## src/rtl/trap_pkg.sv

```systemverilog
package trap_pkg;
  localparam logic [1:0] PRIV_U = 2'd0;
  localparam logic [1:0] PRIV_S = 2'd1;
  localparam logic [1:0] PRIV_M = 2'd3;

  typedef enum logic [2:0] {
    CFG_EDELEG = 3'd0,
    CFG_IDELEG = 3'd1,
    CFG_MVEC   = 3'd2,
    CFG_SVEC   = 3'd3,
    CFG_STATUS = 3'd4,
    CFG_PRIV   = 3'd5
  } cfg_sel_e;

  localparam int ECALL_BASE = 8;

  // exception codes that carry an address into the trap value register
  function automatic logic carries_addr(input int code);
    case (code)
      0, 1, 4, 5, 6, 7, 12, 13, 15: return 1'b1;
      default:                      return 1'b0;
    endcase
  endfunction
endpackage

```

## src/rtl/trap_route.sv

```systemverilog
module trap_route
  import trap_pkg::*;
#(
  parameter int XLEN    = 32,
  parameter int CAUSE_W = 6
) (
  input  logic               irq_i,
  input  logic [CAUSE_W-1:0] code_i,
  input  logic [1:0]         priv_i,
  input  logic [XLEN-1:0]    edeleg_i,
  input  logic [XLEN-1:0]    ideleg_i,
  output logic [CAUSE_W-1:0] code_o,
  output logic               to_s_o,
  output logic               tval_en_o
);
  localparam int IDX_W = $clog2(XLEN);

  logic [XLEN-1:0] mask;
  logic            in_range;

  always_comb begin
    code_o = code_i;
    if (!irq_i && int'(code_i) == ECALL_BASE) begin
      unique case (priv_i)
        PRIV_S:  code_o = CAUSE_W'(ECALL_BASE + 1);
        PRIV_M:  code_o = CAUSE_W'(ECALL_BASE + 3);
        default: code_o = CAUSE_W'(ECALL_BASE);
      endcase
    end
  end

  assign mask      = irq_i ? ideleg_i : edeleg_i;
  assign in_range  = int'(code_o) < XLEN;
  assign to_s_o    = (priv_i != PRIV_M) && in_range && mask[code_o[IDX_W-1:0]];
  assign tval_en_o = !irq_i && carries_addr(int'(code_o));
endmodule

```

## src/rtl/trap_vector.sv

```systemverilog
module trap_vector #(
  parameter int XLEN    = 32,
  parameter int CAUSE_W = 6
) (
  input  logic [XLEN-1:0]    tvec_i,
  input  logic               irq_i,
  input  logic [CAUSE_W-1:0] code_i,
  output logic [XLEN-1:0]    pc_o
);
  localparam logic [1:0] MODE_VECTORED = 2'd1;

  logic [XLEN-1:0] base;
  logic [XLEN-1:0] offset;

  assign base   = {tvec_i[XLEN-1:2], 2'b00};
  assign offset = {{(XLEN-CAUSE_W-2){1'b0}}, code_i, 2'b00};
  assign pc_o   = (irq_i && tvec_i[1:0] == MODE_VECTORED) ? base + offset : base;
endmodule

```

## src/rtl/trap_entry_ctrl.sv

```systemverilog
module trap_entry_ctrl
  import trap_pkg::*;
#(
  parameter int XLEN    = 32,
  parameter int CAUSE_W = 6
) (
  input  logic               clk,
  input  logic               rst,
  input  logic               trap_valid,
  input  logic               trap_irq,
  input  logic [CAUSE_W-1:0] trap_code,
  input  logic [XLEN-1:0]    trap_addr,
  input  logic [XLEN-1:0]    pc_in,
  input  logic               cfg_we,
  input  logic [2:0]         cfg_sel,
  input  logic [XLEN-1:0]    cfg_wdata,
  output logic               trap_taken,
  output logic               trap_to_s,
  output logic [XLEN-1:0]    trap_pc,
  output logic [1:0]         cur_priv,
  output logic               st_sie,
  output logic               st_mie,
  output logic               st_spie,
  output logic               st_mpie,
  output logic               st_spp,
  output logic [1:0]         st_mpp,
  output logic [XLEN-1:0]    m_cause,
  output logic [XLEN-1:0]    m_epc,
  output logic [XLEN-1:0]    m_tval,
  output logic [XLEN-1:0]    s_cause,
  output logic [XLEN-1:0]    s_epc,
  output logic [XLEN-1:0]    s_tval
);
  logic [XLEN-1:0]    edeleg_q, ideleg_q, mvec_q, svec_q;
  logic [CAUSE_W-1:0] eff_code;
  logic               to_s, tval_en;
  logic [XLEN-1:0]    cause_val, tval_val;

  trap_route #(.XLEN(XLEN), .CAUSE_W(CAUSE_W)) u_route (
    .irq_i    (trap_irq),
    .code_i   (trap_code),
    .priv_i   (cur_priv),
    .edeleg_i (edeleg_q),
    .ideleg_i (ideleg_q),
    .code_o   (eff_code),
    .to_s_o   (to_s),
    .tval_en_o(tval_en)
  );

  trap_vector #(.XLEN(XLEN), .CAUSE_W(CAUSE_W)) u_vec (
    .tvec_i(to_s ? svec_q : mvec_q),
    .irq_i (trap_irq),
    .code_i(eff_code),
    .pc_o  (trap_pc)
  );

  assign trap_taken = trap_valid && !rst;
  assign trap_to_s  = to_s;
  assign cause_val  = {trap_irq, {(XLEN-1-CAUSE_W){1'b0}}, eff_code};
  assign tval_val   = tval_en ? trap_addr : '0;

  always_ff @(posedge clk) begin
    if (rst) begin
      cur_priv <= PRIV_M;
      {st_sie, st_mie, st_spie, st_mpie, st_spp} <= '0;
      st_mpp   <= PRIV_U;
      edeleg_q <= '0;
      ideleg_q <= '0;
      mvec_q   <= '0;
      svec_q   <= '0;
      m_cause  <= '0;
      m_epc    <= '0;
      m_tval   <= '0;
      s_cause  <= '0;
      s_epc    <= '0;
      s_tval   <= '0;
    end else if (trap_valid) begin
      if (to_s) begin
        st_spie  <= st_sie;
        st_spp   <= (cur_priv == PRIV_S);
        st_sie   <= 1'b0;
        s_cause  <= cause_val;
        s_epc    <= pc_in;
        s_tval   <= tval_val;
        cur_priv <= PRIV_S;
      end else begin
        st_mpie  <= st_mie;
        st_mpp   <= cur_priv;
        st_mie   <= 1'b0;
        m_cause  <= cause_val;
        m_epc    <= pc_in;
        m_tval   <= tval_val;
        cur_priv <= PRIV_M;
      end
    end else if (cfg_we) begin
      case (cfg_sel)
        CFG_EDELEG: edeleg_q <= cfg_wdata;
        CFG_IDELEG: ideleg_q <= cfg_wdata;
        CFG_MVEC:   mvec_q   <= cfg_wdata;
        CFG_SVEC:   svec_q   <= cfg_wdata;
        CFG_STATUS: begin
          st_sie  <= cfg_wdata[0];
          st_mie  <= cfg_wdata[1];
          st_spie <= cfg_wdata[2];
          st_mpie <= cfg_wdata[3];
          st_spp  <= cfg_wdata[4];
          st_mpp  <= cfg_wdata[6:5];
        end
        CFG_PRIV:   cur_priv <= (cfg_wdata[1:0] == 2'd2) ? PRIV_U : cfg_wdata[1:0];
        default: ;
      endcase
    end
  end
endmodule

```

## config.mk

```make
export PLATFORM = sky130hd
export DESIGN_NAME = trap_entry_ctrl
export DESIGN_NICKNAME = d
export VERILOG_FILES = /design/src/rtl/trap_pkg.sv /design/src/rtl/trap_route.sv /design/src/rtl/trap_vector.sv /design/src/rtl/trap_entry_ctrl.sv
export SDC_FILE = /design/constraint.sdc
export NUM_CORES = 1
export LEC_CHECK = 0
export BUFFER_PORTS_ARGS = -buffer_cell sky130_fd_sc_hd__clkbuf_2
export CORE_MARGIN = 1.5
export CORE_UTILIZATION = 40
export DETAILED_ROUTE_END_ITERATION = 7
export SLEW_MARGIN = 30
export SYNTH_ARGS = -nofsm -noshare
export SYNTH_HDL_FRONTEND = slang
export SYNTH_HIERARCHICAL = 1
export SYNTH_SLANG_ARGS = --single-unit
export TNS_END_PERCENT = 100
```

## constraint.sdc

```tcl
create_clock -name clk -period 4.63 [get_ports clk]
set_input_delay 0 -clock clk [delete_from_list [all_inputs] [get_ports clk]]
set_output_delay 0 -clock clk [all_outputs]
set_load 0.005 [all_outputs]
```

== Word-level counts from Yosys, hierarchy flattened ==
Memory sizes are Yosys's and may differ from the RTL's.
Index checks and enable logic that the tools add are counted.

* Register bits after elaboration: 279
* Latch bits: 0
* Memory bits (writable): 0
* Memory bits (read-only): 16
* Bits of input ports: 110
* Output and inout bits: 235
* Word-level logic and storage cells: 96
* Memories kept: 1

{| class="wikitable"
|+ Memory list
! name !! words !! width !! read ports !! clocked after Yosys merged registers in !! write ports !! line !! source
|-
| (no name shown) || 16 || 1 || 1 || 0 || 0 || trap_pkg.sv:19 || <nowiki>case (code)</nowiki>
|}

* $add $sub $neg: 1
* Multipliers: 0
* Divide/modulo/power cells: 0
* Order comparisons: 2
* Equal/unequal tests: 13
* Shift-type cells: 0
* Muxes and demuxes: 38
* Bitwise operators: 2
* Reduce and logical (&&, ||, !) cells: 22

{| class="wikitable"
|+ Operators by type and width
! operator !! number
|-
| 32-bit 2-to-1 mux || 4
|-
| 32-bit by 8-bit adder with 32-bit output || 1
|-
| 1-bit 2-to-1 mux || 22
|-
| 2-bit 2-to-1 mux || 9
|-
| 3-bit AND reduction || 6
|-
| 3-bit by 2-bit == test with 1-bit output, second input constant || 2
|-
| 3-bit == test, second input constant || 2
|-
| 6-bit by 5-bit == test with 1-bit output, second input constant || 1
|-
| 1-bit logical AND || 6
|-
| 5-bit by 6-bit less-than comparator with 1-bit output, second input constant || 1
|-
| 6-bit less-than comparator, second input constant || 1
|-
| 6-bit 2-to-1 mux || 1
|-
| 2-bit AND reduction || 3
|-
| 2-bit nonzero test || 3
|-
| 1-bit binary-select mux with 5-bit select || 1
|-
| 2-bit by 1-bit == test with 1-bit output, second input constant || 2
|-
| 2-bit == test, second input constant || 2
|-
| 2-bit != test, second input constant || 2
|-
| 2-bit case mux with 2 select lines || 1
|-
| 3-bit by 1-bit == test with 1-bit output, second input constant || 1
|-
| 3-bit logical NOT || 1
|-
| 1-bit logical NOT || 2
|-
| 2-bit logical NOT || 1
|-
| 2-bit by 1-bit != test with 1-bit output, second input constant || 1
|-
| 1-bit inverter || 2
|}

== Logic depth before layout (Yosys ltp) ==
Gate-level depths: netlist of run 1.

* Depth in word-level cells: 10
* Depth in mapped cells: 20
* Mapped depth without buffers: 15

== Hierarchy ==
The synthesis of run 1 kept the hierarchy.

{| class="wikitable"
|+ Modules (own cells, without submodules)
! module !! instances !! cells an instance !! area an instance (sq um) !! sequential area each (sq um)
|-
| trap_entry_ctrl || 1 || 1352 || 11081.9 || 5585.4
|-
| trap_vector || 1 || 131 || 948.4 || 0.0
|-
| trap_route || 1 || 99 || 768.2 || 0.0
|}

== Worst setup path before layout of run 1 ==
Ideal clock, no wire load.

* Path kind: register -> output
* Start point: register cur_priv[0]
* End point: output port trap_pc[26]
* Arrival time: 3829 ps
* Required time: 4630 ps
* Setup slack: 801 ps
* Stages on the path, launching flop included: 17
* Path buffers: 3
* Cell sequence: dfxtp_1 nand4_1 o21ai_1 a211oi_1 a31oi_1 nor3b_1 o311ai_1 buf_2 buf_2 mux2_2 ha_1 fa_1 a21oi_1 o211ai_1 buf_2 nand4b_1 xnor2_1

* Word-level cells in the longest chain between the ends: 10
* Elaborated cells between the ends (all ways): 15
* Classes of those cells: add/sub: 1; order compare: 1; eq/ne: 4; mux: 6; reduce/logical: 3

{| class="wikitable"
|+ Ends and longest elaborated chain
! element !! line !! source
|-
| start, declared || trap_entry_ctrl.sv:20 || <nowiki>output logic [1:0] cur_priv,</nowiki>
|-
| start signal, assigned || trap_entry_ctrl.sv:109 || <nowiki>CFG_PRIV: cur_priv <= (cfg_wdata[1:0] == 2'd2) ? PRIV_U : cfg_wdata[1:0];</nowiki>
|-
| 2-bit == test / 2-bit by 1-bit == test with 1-bit output (equally long branches) || trap_route.sv:24 || <nowiki>unique case (priv_i)</nowiki>
|-
| 2-bit case mux with 2 select lines (*) || trap_route.sv:24 ||
|-
| 6-bit 2-to-1 mux (*) || trap_route.sv:23 || <nowiki>if (!irq_i && int'(code_i) == ECALL_BASE) begin</nowiki>
|-
| named net eff_code[1] || trap_entry_ctrl.sv:35 || <nowiki>logic [CAUSE_W-1:0] eff_code;</nowiki>
|-
| 1-bit binary-select mux with 5-bit select / 6-bit less-than comparator (equally long branches) || trap_route.sv:34, trap_route.sv:33 ||
|-
| 1-bit 2-to-1 mux (implied by the code) / 1-bit logical AND (equally long branches) || trap_route.sv:34 || <nowiki>assign to_s_o = (priv_i != PRIV_M) && in_range && mask[code_o[IDX_W-1:0]];</nowiki>
|-
| 1-bit logical AND (*) || trap_route.sv:34 ||
|-
| named net trap_to_s || trap_entry_ctrl.sv:18 || <nowiki>output logic trap_to_s,</nowiki>
|-
| 32-bit 2-to-1 mux (*) || trap_entry_ctrl.sv:51 || <nowiki>.tvec_i(to_s ? svec_q : mvec_q),</nowiki>
|-
| branches (longest 2 deep; another with 32-bit by 8-bit adder with 32-bit output) || n/a ||
|-
| 32-bit 2-to-1 mux (*) || trap_vector.sv:17 || <nowiki>assign pc_o = (irq_i && tvec_i[1:0] == MODE_VECTORED) ? base + offset : base;</nowiki>
|-
| end, declared || trap_entry_ctrl.sv:19 || <nowiki>output logic [XLEN-1:0] trap_pc,</nowiki>
|}

Mark *: on every way through the listed nets, which the timed path passes. The select of a mux whose other input is x is not followed.

== Worst setup path in the final report of run 1 ==
* Start point: register cur_priv[0]
* End point: output port trap_pc[12]

* Word-level cells in the longest chain between the ends: 10
* Elaborated cells between the ends (all ways): 15
* Classes of those cells: add/sub: 1; order compare: 1; eq/ne: 4; mux: 6; reduce/logical: 3

{| class="wikitable"
|+ Ends and longest elaborated chain
! element !! line
|-
| 2-bit == test / 2-bit by 1-bit == test with 1-bit output (equally long branches) || trap_route.sv:24
|-
| 2-bit case mux with 2 select lines (*) || trap_route.sv:24
|-
| 6-bit 2-to-1 mux (*) || trap_route.sv:23
|-
| named net eff_code[0] || trap_entry_ctrl.sv:35
|-
| branches (longest 6 deep; another with 32-bit by 8-bit adder with 32-bit output) || n/a
|-
| 32-bit 2-to-1 mux (*) || trap_vector.sv:17
|}

Marked as above.

==> impl_metrics.toml, run 1 <==
[drt]
drtPass1Iterations = 5
vias = 12559
drt-total-wl_um = 42500
wl_per_cell_um = 18.2
viasPerCell = 5.38
ant_nets = 0
drc = 0
drt-initial-drc-count = 866

[pwr]
power.density_nw_per_um2 = 329
p_leak_nw = 6.40
ir_drop_mv = 0.260

[placed_design]
io_buffers = 292
gp_congestion = 0.869
hpwlAfterDp_um = 27000

[worst_setup_path]
startpoint_type = "register"
cp.arrival_ns = 4.47
r2r_end = "s_tval[27]$_SDFFE_PP0P_"
worst-path-buf-inv = 7
worstPathRequired_ns = 4.63
cp_slowest_cell = "o311ai_4"
r2r_start = "cur_priv[0]$_SDFFE_PP1P_"
crit_top_cell = "buf_4"
end_kind = "primary output"
r2r_cells = 13
crit_chain = "a41oi_4, clkinv_4, buf_4, buf_4, mux2i_1, nand4_1, nand3_1, o311ai_4, buf_6, mux2_2, ha_2, nand3_1, o211ai_1, buf_4, buf_4, nor4b_4, xor2_1, clkbuf_2"
critPathTopFamily = "buffers and inverters"
worst-setup-path-type = "register to primary output"
reg2reg_slack_ns = 1.14
slowest_delay_ns = 0.40
crit_fanout = 7

[global_routing]
grt-ovfl-total = 0
top_usage_layer = "met2"
grt_usage = 0.243
grt_pass1_vias = 11832
grtUsageMet3 = 0.0433
grt_max_degree = 147
met1_usage = 0.310
grt_use_met2 = 0.414
antenna_found_initial = 2
grt_pass1_wl_um = 65400

[cells_and_area]
final_layout_size_suffix_gt1_frac = 0.237
final_util = 0.521
final_cell_mix = "clkbuf_2, a21oi_1, dfxtp_1, nand2_1, nand3_1"
fill_cells = 3041
fin_nets = 2025
area_growth_pct = 28.5
mostFrequentLayoutCell = "clkbuf_2"

[synth]
ys.flop_type = "dfxtp_1"
synth_area_per_cell_um2 = 8.09
syn_inst = 1582
synth.ff_latch_count = 279
ys_seq_area_frac = 0.436
synthTopCellsByArea = "dfxtp_1, a21oi_1, nand3_1, nand2_1, buf_4"
synth_cell_type_count = 66
synth_warnings = 6
syn_area_um2 = 12800
yosysTopAreaCell = "dfxtp_1"
netlist.area_leader.share = 0.436
synth_edf_count = 0
async_flop_share = 0

[floorplan]
die_h_um = 182
initial_core_util = 0.406
die_area_um2 = 33100
coreArea_um2 = 31600
rows = 65
pin_count = 345
die_w_um = 182

[clock_tree]
insertion_delay_ns = 0.55
clkSlewWorstSetupHoldPaths_ns = 0.06
numCtsBuffers = 30
h-tree-depth = 1
cts_sinks = 279
root_buffer = "clkbuf_16"
cts_tree = "yes"
clk_path_buf_depth = 3

[sta]
hold_viol_final = 0
setup_tns_ns = 0
setup_violations = 0
min_period_ns = 4.47
fin_crit_sh = 0.965
finClkSkew_ns = 0.0107
fmax_mhz = 224
slew_headroom = 0.346
finalMaxSlewViolations = 0
worstMarginPinSlew_ns = 0.981

[worst_hold_path]
hp-start = "trap_irq"
hold_class = "input port to register"
min_path_cells = 4
holdPathEnd = "s_cause[31]$_SDFFE_PP0P_"

[outcome]
status = "finished, final reports clean"

[run]
cap_violations = 0
worst max path at each step:
| stage | startpoint | to | slack (ns) | cells past startpoint |
|---|---|---|---|---|
| 5_1_grt | cur_priv[1]$_SDFFE_PP1P_ | trap_pc[12] | -0.02 | 16 |
| 6_report | cur_priv[0]$_SDFFE_PP1P_ | trap_pc[12] | 0.16 | 18 |
| 3_5_place_dp | trap_code[3] | trap_pc[25] | 0.44 | 16 |
| 3_3_place_gp | trap_code[3] | trap_pc[27] | 0.59 | 17 |
| 4_1_cts | trap_code[5] | trap_pc[12] | 0.04 | 18 |
| 2_1_floorplan | cur_priv[0]$_SDFFE_PP1P_ | trap_pc[26] | 0.80 | 16 |
area by class of cell:
type / count / area [um^2] / area share
inverters: 7 / 31.3 / 0.00190
clock buffers: 49 / 913 / 0.0555
multi-input cells: 1144 / 6360 / 0.387
repair buffers: 446 / 2970 / 0.181
clock inverters: 5 / 78.8 / 0.00479
diodes: 2 / 5.00 / 0.000304
flip-flops and latches: 279 / 5590 / 0.340
well taps: 402 / 503 / 0.0306
flip-flops by register name (all words and copies together), names as in the netlist:
signal,count
mvec_q,32
st_spie,1
st_mpp,2
st_sie,1
s_tval,32
m_cause,7
cur_priv,2
ideleg_q,32
m_epc,32
st_spp,1
st_mpie,1
s_epc,32
svec_q,32
edeleg_q,32
s_cause,7
st_mie,1
m_tval,32
metrics by stage:
| stage | cell area [um^2] | worst slack, ns | total power, mW | cells | hold slack, ns |
|---|---|---|---|---|---|
| CTS | 16200 | 0.0396 | 5.44 | 2308 | 0.00215 |
| finish | 16400 | 0.162 | 5.41 | 2334 | 0.0110 |
| global placement | 14200 | 0.590 | 2.96 | 2149 | 0.239 |
| global route | 16400 | -0.0167 | 5.59 | 2334 | 0.0354 |
| floorplan | 13000 | 0.801 | 2.80 | 1632 | 0.124 |
| detailed placement | 14200 | 0.441 | 2.96 | 2149 | 0.243 |
cells in the mapped netlist (13+ instances only):
library cell	count
nand2_1	253
mux2i_1	13
o21ai_1	62
a21oi_1	281
mux2_2	36
o21ai_0	74
buf_4	54
buf_2	59
dfxtp_1	279
nor2_1	17
nand3_1	210
xnor2_1	25
clkbuf_1	74
repair_timing:
action | CTS | global route
setup endpoints to repair | 13 | 25
gates cloned | 0 | 2
resized for setup | 3 | 13
buffers inserted | 0 | 23
endpoints found under the hold margin | 273 | 0
hold buffers | 105 | 0
pin swaps | 0 | 10
report_power, final:
| part | total, mW | leakage [nW] | switching, mW | internal [mW] |
|---|---|---|---|---|
| clock network | 2.40 | 0.486 | 0.957 | 1.45 |
| registers | 2.47 | 2.26 | 0.0228 | 2.44 |
| logic | 0.534 | 3.66 | 0.331 | 0.203 |
| total | 5.41 | 6.40 | 1.31 | 4.09 |
metal layers:
layer / share of wire / routed length (um)
met1: 0.43 / 18200
met2: 0.48 / 20300
met3: 0.067 / 2850
met4: 0.029 / 1220
met5: 0 / 0
kinds of logic (layout without fill, tap and decap cells):
group	count (synthesis)	count (layout)	share of synthesized area
AOI/OAI and AO/OA	460	460	0.192
xor gates and xnor gates	26	26	0.0178
adders and majority gates	7	7	0.00743
buffers and inverters	209	507	0.0894
DFF	279	279	0.436
muxes	57	57	0.0553
other	2	54	0.000587
and+or+nand+nor	542	542	0.201
worst min-delay path, delay by kind of cell:
kind | cells | cell delay, ns
buffers and inverters | 2 | 0.36
and+or+nand+nor | 1 | 0.10
AOI/OAI and AO/OA | 1 | 0.05
Note: power is estimated with default switching activity, not from simulation.
==> run 2: changes to the inputs <==
--- a/config.mk
+++ b/config.mk
@@ -9,6 +9,7 @@
 export CORE_MARGIN = 1.5
 export CORE_UTILIZATION = 40
 export DETAILED_ROUTE_END_ITERATION = 7
+export SETUP_SLACK_MARGIN = 0.2
 export SLEW_MARGIN = 30
 export SYNTH_ARGS = -nofsm -noshare
 export SYNTH_HDL_FRONTEND = slang
==> run 2 against run 1 <==
Effect of this change:
- clock-buffer cell count stayed put
- combinational power is 1% higher
- via count is 0.56% higher
- clock power hardly changed
- setup slack better by 0.14 ns
- worst hold slack better by 0.0049 ns
- final area is 0.88% higher
- fmax is 3.1% higher
- critical endpoint is now trap_pc[17]
==> impl_metrics.toml, run 2 (same netlist as run 1, synthesis figures left out) <==
[outcome]
status = "finished, final reports clean"

[worst_hold_path]
hold_class = "input port to register"
min_path_cells = 4

[worst_setup_path]
end_kind = "primary output"
worstPathRequired_ns = 4.63
r2r_cells = 11
reg2reg_slack_ns = 1.28
cp.arrival_ns = 4.33
crit_fanout = 12
worst-setup-path-type = "register to primary output"
startpoint_type = "register"

[drt]
viasPerCell = 5.41
drt-initial-drc-count = 897
drc = 0
ant_nets = 0
drtPass1Iterations = 5
vias = 12629
drt-total-wl_um = 42600
wl_per_cell_um = 18.2

[sta]
finalMaxSlewViolations = 0
finClkSkew_ns = 0.0104
hold_viol_final = 0
slew_headroom = 0.338
setup_violations = 0
fin_crit_sh = 0.935
rsz0062_at_grt = "true"
setup_tns_ns = 0
fmax_mhz = 231
min_period_ns = 4.33
worstMarginPinSlew_ns = 0.993

[floorplan]
coreArea_um2 = 31600
rows = 65
die_w_um = 182
die_h_um = 182
pin_count = 345
die_area_um2 = 33100
initial_core_util = 0.406

[clock_tree]
insertion_delay_ns = 0.55
clk_path_buf_depth = 3
clkSlewWorstSetupHoldPaths_ns = 0.06
cts_tree = "yes"
cts_sinks = 279
numCtsBuffers = 30
h-tree-depth = 1
root_buffer = "clkbuf_16"

[cells_and_area]
fin_nets = 2026
final_cell_mix = "clkbuf_2, a21oi_1, dfxtp_1, nand2_1, nand3_1"
final_layout_size_suffix_gt1_frac = 0.241
mostFrequentLayoutCell = "clkbuf_2"
fill_cells = 3025
area_growth_pct = 29.6
fin_cells = 2335

[pwr]
comb_power_share = 0.100
power.density_nw_per_um2 = 326
p_seq_frac = 0.456
ir_drop_mv = 0.260
sw_frac_of_total = 0.243
switchingPower_mw = 1.31
p_clk_frac = 0.444
internal-power_mw = 4.10
p_leak_nw = 6.42

[placed_design]
dp.cells = 2149
gp_congestion = 0.869
io_buffers = 292
hpwlAfterDp_um = 27000

[global_routing]
grt-ovfl-total = 0
grt_usage = 0.244
grt_pass1_vias = 11873
grt_pass1_wl_um = 65700
grt_max_degree = 147
antenna_found_initial = 2

[run]
cap_violations = 0
run 2: worst max-delay path, stage by stage, from the launching register on:
cell and delay (ns):
dfxtp_2 0.36, a41oi_4 0.26, and2_1 0.21, a2111oi_2 0.06, nor4b_1 0.33, nand3_1 0.18, o311ai_4 0.40, buf_6 0.21
mux2_4 0.33, ha_4 0.28, a21oi_1 0.26, nand2_2 0.27, o2111ai_1 0.33, xnor2_1 0.16, clkbuf_2 0.14
run 2: worst paths after layout:
check,start,endpoint
max,cur_priv[0]$_SDFFE_PP1P_,trap_pc[17]
min,trap_irq,s_cause[31]$_SDFFE_PP0P_
max reg2reg,cur_priv[0]$_SDFFE_PP1P_,s_tval[27]$_SDFFE_PP0P_
min reg2reg,m_epc[12]$_SDFFE_PP0P_,m_epc[12]$_SDFFE_PP0P_
run 2: through the flow:
stage	worst slack [ns]	util	area, um^2	hold slack, ns	total power [mW]
6_report	0.299	0.526	16600	0.0160	5.41
5_1_grt	0.132	0.526	16600	0.0612	5.59
4_1_cts	0.202	0.517	16300	0.00426	5.44
3_5_place_dp	0.441	0.449	14200	0.243	2.96
3_3_place_gp	0.590	0.448	14200	0.239	2.96
2_1_floorplan	0.801	-	13000	0.124	2.80
run 2: cell type report:
type | count | area, um^2 | area share
Sequential cell | 279 | 5590 | 0.337
Inverter | 7 | 31.3 | 0.00189
Multi-Input combinational cell | 1144 | 6460 | 0.390
Timing Repair Buffer | 447 | 3010 | 0.181
Clock buffer | 49 | 913 | 0.0551
Tap cell | 402 | 503 | 0.0303
Antenna cell | 2 | 5.00 | 0.000302
Clock inverter | 5 | 78.8 | 0.00475
run 2: per-layer routing:
layer  global-route usage  part of all wire  up-vias
li1                     -                 -     6089
met1                0.311              0.43     5985
met2                0.415              0.48      479
met3               0.0433             0.067       76
met4               0.0879             0.031        0
met5                    0                 0        -
run 2: repair_timing:
item                                    in CTS  in global routing
hold endpoints to repair                   273                  2
pin swaps                                    4                 16
hold buffers                               105                  1
endpoints found under the setup margin      25                 25
resized for setup                            6                 35
cloned                                       1                  0
buffers inserted                             9                 15
run 2: power by group through the flow:
stage                     registers (mW)  clock network [mW]  logic, mW
after floorplan                     2.52                   0      0.283
after global placement              2.52                   0      0.439
after detailed placement            2.52                   0      0.441
after CTS                           2.47                2.45      0.523
after global routing                2.47                2.54      0.586
final                               2.47                2.40      0.541
==> run 3: changes to the inputs <==
--- a/config.mk
+++ b/config.mk
@@ -9,6 +9,7 @@
 export CORE_MARGIN = 1.5
 export CORE_UTILIZATION = 40
 export DETAILED_ROUTE_END_ITERATION = 7
+export PLACE_DENSITY = 0.66
 export SETUP_SLACK_MARGIN = 0.2
 export SLEW_MARGIN = 30
 export SYNTH_ARGS = -nofsm -noshare
==> constraint.sdc (replaced) <==
create_clock -name clk -period 3.65 [get_ports clk]
set_input_delay 0 -clock clk [delete_from_list [all_inputs] [get_ports clk]]
set_output_delay 0 -clock clk [all_outputs]
set_load 0.005 [all_outputs]
==> run 3 against run 2 <==
Effect of this change:
- the run now ends with setup timing left
- clock skew is 0.0095 ns higher
- die area stayed put
- clock power is 29% higher
- global-route usage is 0.47 points higher
- register-to-register slack worse by 0.82 ns
- sequential share of layout area is 1.3 points lower
- flip-flop and latch count stayed put
- non-clock buffer count is 62 higher
- combinational power is 36% higher
- cell count is 2.6% higher
- critical path depth is 6 higher
- critical path type unchanged
==> impl_metrics.toml, run 3 (same netlist as run 1, synthesis figures left out) <==
[floorplan]
coreArea_um2 = 31600
die_h_um = 182
rows = 65
initial_core_util = 0.406
die_w_um = 182
die_area_um2 = 33100
pin_count = 345

[sta]
worstMarginPinSlew_ns = 0.963
fin_crit_sh = 1.16
slew_headroom = 0.357
finClkSkew_ns = 0.0200
fmax_mhz = 236
min_period_ns = 4.24
rsz0062_at_grt = "true"
finalMaxSlewViolations = 0
hold_viol_final = 0
fin_ws_ns = -0.586
setup_violations = 30
holdWs_ns = 0.0286

[global_routing]
grt_usage = 0.249
grt-ovfl-total = 0
grt_pass1_vias = 12245
antenna_found_initial = 2
grt_max_degree = 135
grt_pass1_wl_um = 67200

[cells_and_area]
final_cell_mix = "dfxtp_1, a21oi_1, clkbuf_2, nand2_1, nand3_1"
fill_cells = 2904
fin_nets = 2088
final_layout_size_suffix_gt1_frac = 0.278
finalInstanceArea_um2 = 17300
mostFrequentLayoutCell = "dfxtp_1"
area_growth_pct = 35.0

[drt]
vias = 13054
drc = 0
drt-initial-drc-count = 1087
drtPass1Iterations = 6
ant_nets = 0
wl_per_cell_um = 18.3
viasPerCell = 5.45
drt-total-wl_um = 43800

[clock_tree]
root_buffer = "clkbuf_16"
numCtsBuffers = 30
h-tree-depth = 1
clk_path_buf_depth = 3
clkSlewWorstSetupHoldPaths_ns = 0.06
insertion_delay_ns = 0.57
cts_tree = "yes"
cts_sinks = 279

[run]
cap_violations = 0

[placed_design]
pre_cts_ws_ns = -0.122
placed_cell_area_um2 = 14700
io_buffers = 292
hpwlAfterDp_um = 28100
gp_congestion = 0.823

[worst_hold_path]
hp-start = "trap_irq"
hold_class = "input port to register"

[worst_setup_path]
startpoint_type = "register"
reg2reg_slack_ns = 0.46
worstPathRequired_ns = 3.65
cp.arrival_ns = 4.24
worst-setup-path-type = "register to primary output"
crit_path_start = "cur_priv[0]$_SDFFE_PP1P_"
r2r_start = "cur_priv[0]$_SDFFE_PP1P_"
crit_fanout = 6
end_kind = "primary output"

[pwr]
power.density_nw_per_um2 = 403
p_total_mw = 6.95
ir_drop_mv = 0.357
p_leak_nw = 6.80

[outcome]
failed_checks = "setup timing"
status = "complete, but fails checks"
==> run 3: cell count changes in the layout (fill, tap and decap cells not counted), moves of 7 or more <==
cell      change
clkbuf_1      -7
clkbuf_2     -19
buf_6        +11
buf_2        +20
buf_4        +48
==> run 3: through the flow <==
stage	setup TNS (ns)	instances	util
floorplan	0	1632	-
global placement	-0.596	2216	0.467
detailed placement	-1.36	2216	0.467
CTS	-13.15	2382	0.538
global route	-17.86	2396	0.548
finish	-13.71	2396	0.548
==> run 3: power breakdown <==
group          switching [mW]  internal, mW  total, mW
Sequential             0.0286          3.10       3.13
Clock                    1.26          1.83       3.09
Combinational           0.440         0.295      0.735
==> run 3: cell type report <==
cell class / count / area [um^2] / area share
diodes: 2 / 5.00 / 0.000290
clock buffers: 43 / 890 / 0.0515
clock inverters: 10 / 121 / 0.00702
inverters: 7 / 28.8 / 0.00167
multi-input cells: 1144 / 6580 / 0.381
flip-flops and latches: 279 / 5590 / 0.324
well taps: 402 / 503 / 0.0291
repair buffers: 509 / 3560 / 0.206
==> run 3: worst paths after layout <==
check	endpoint	cells after the start
max	trap_pc[26]	20
min	m_cause[31]$_SDFFE_PP0P_	4
max reg2reg	m_epc[10]$_SDFFE_PP0P_	16
min reg2reg	s_tval[16]$_SDFFE_PP0P_	2
==> run 3: what timing repair did <==
item | in CTS | in global routing
endpoints found under the setup margin | 30 | 52
hold buffers | 104 | 0
buffers inserted | 8 | 10
pin swaps | 11 | 28
resized for setup | 27 | 63
cloned | 1 | 1
hold endpoints to repair | 273 | 0
==> run 3: routing by layer <==
metal  global-route usage  vias up  wire length (um)
met4                0.101        0              1620
met5                    0        -                 0
met3               0.0451       95              2980
met2                0.428      536             21400
met1                0.308     6211             17800
li1                     -     6212                 -
==> run 3: worst max-delay path: stages (launching register included) <==
cell	delay [ns]
dfxtp_4	0.36
a41oi_4	0.21
buf_6	0.14
buf_6	0.09
and2_4	0.13
a211oi_2	0.04
a31oi_1	0.16
nor3b_1	0.07
buf_4	0.16
o311ai_4	0.28
buf_6	0.17
mux2_4	0.33
ha_4	0.17
fa_2	0.35
a21oi_2	0.20
o211ai_1	0.12
buf_4	0.17
buf_6	0.14
nand4b_1	0.11
xnor2_1	0.14
buf_2	0.14
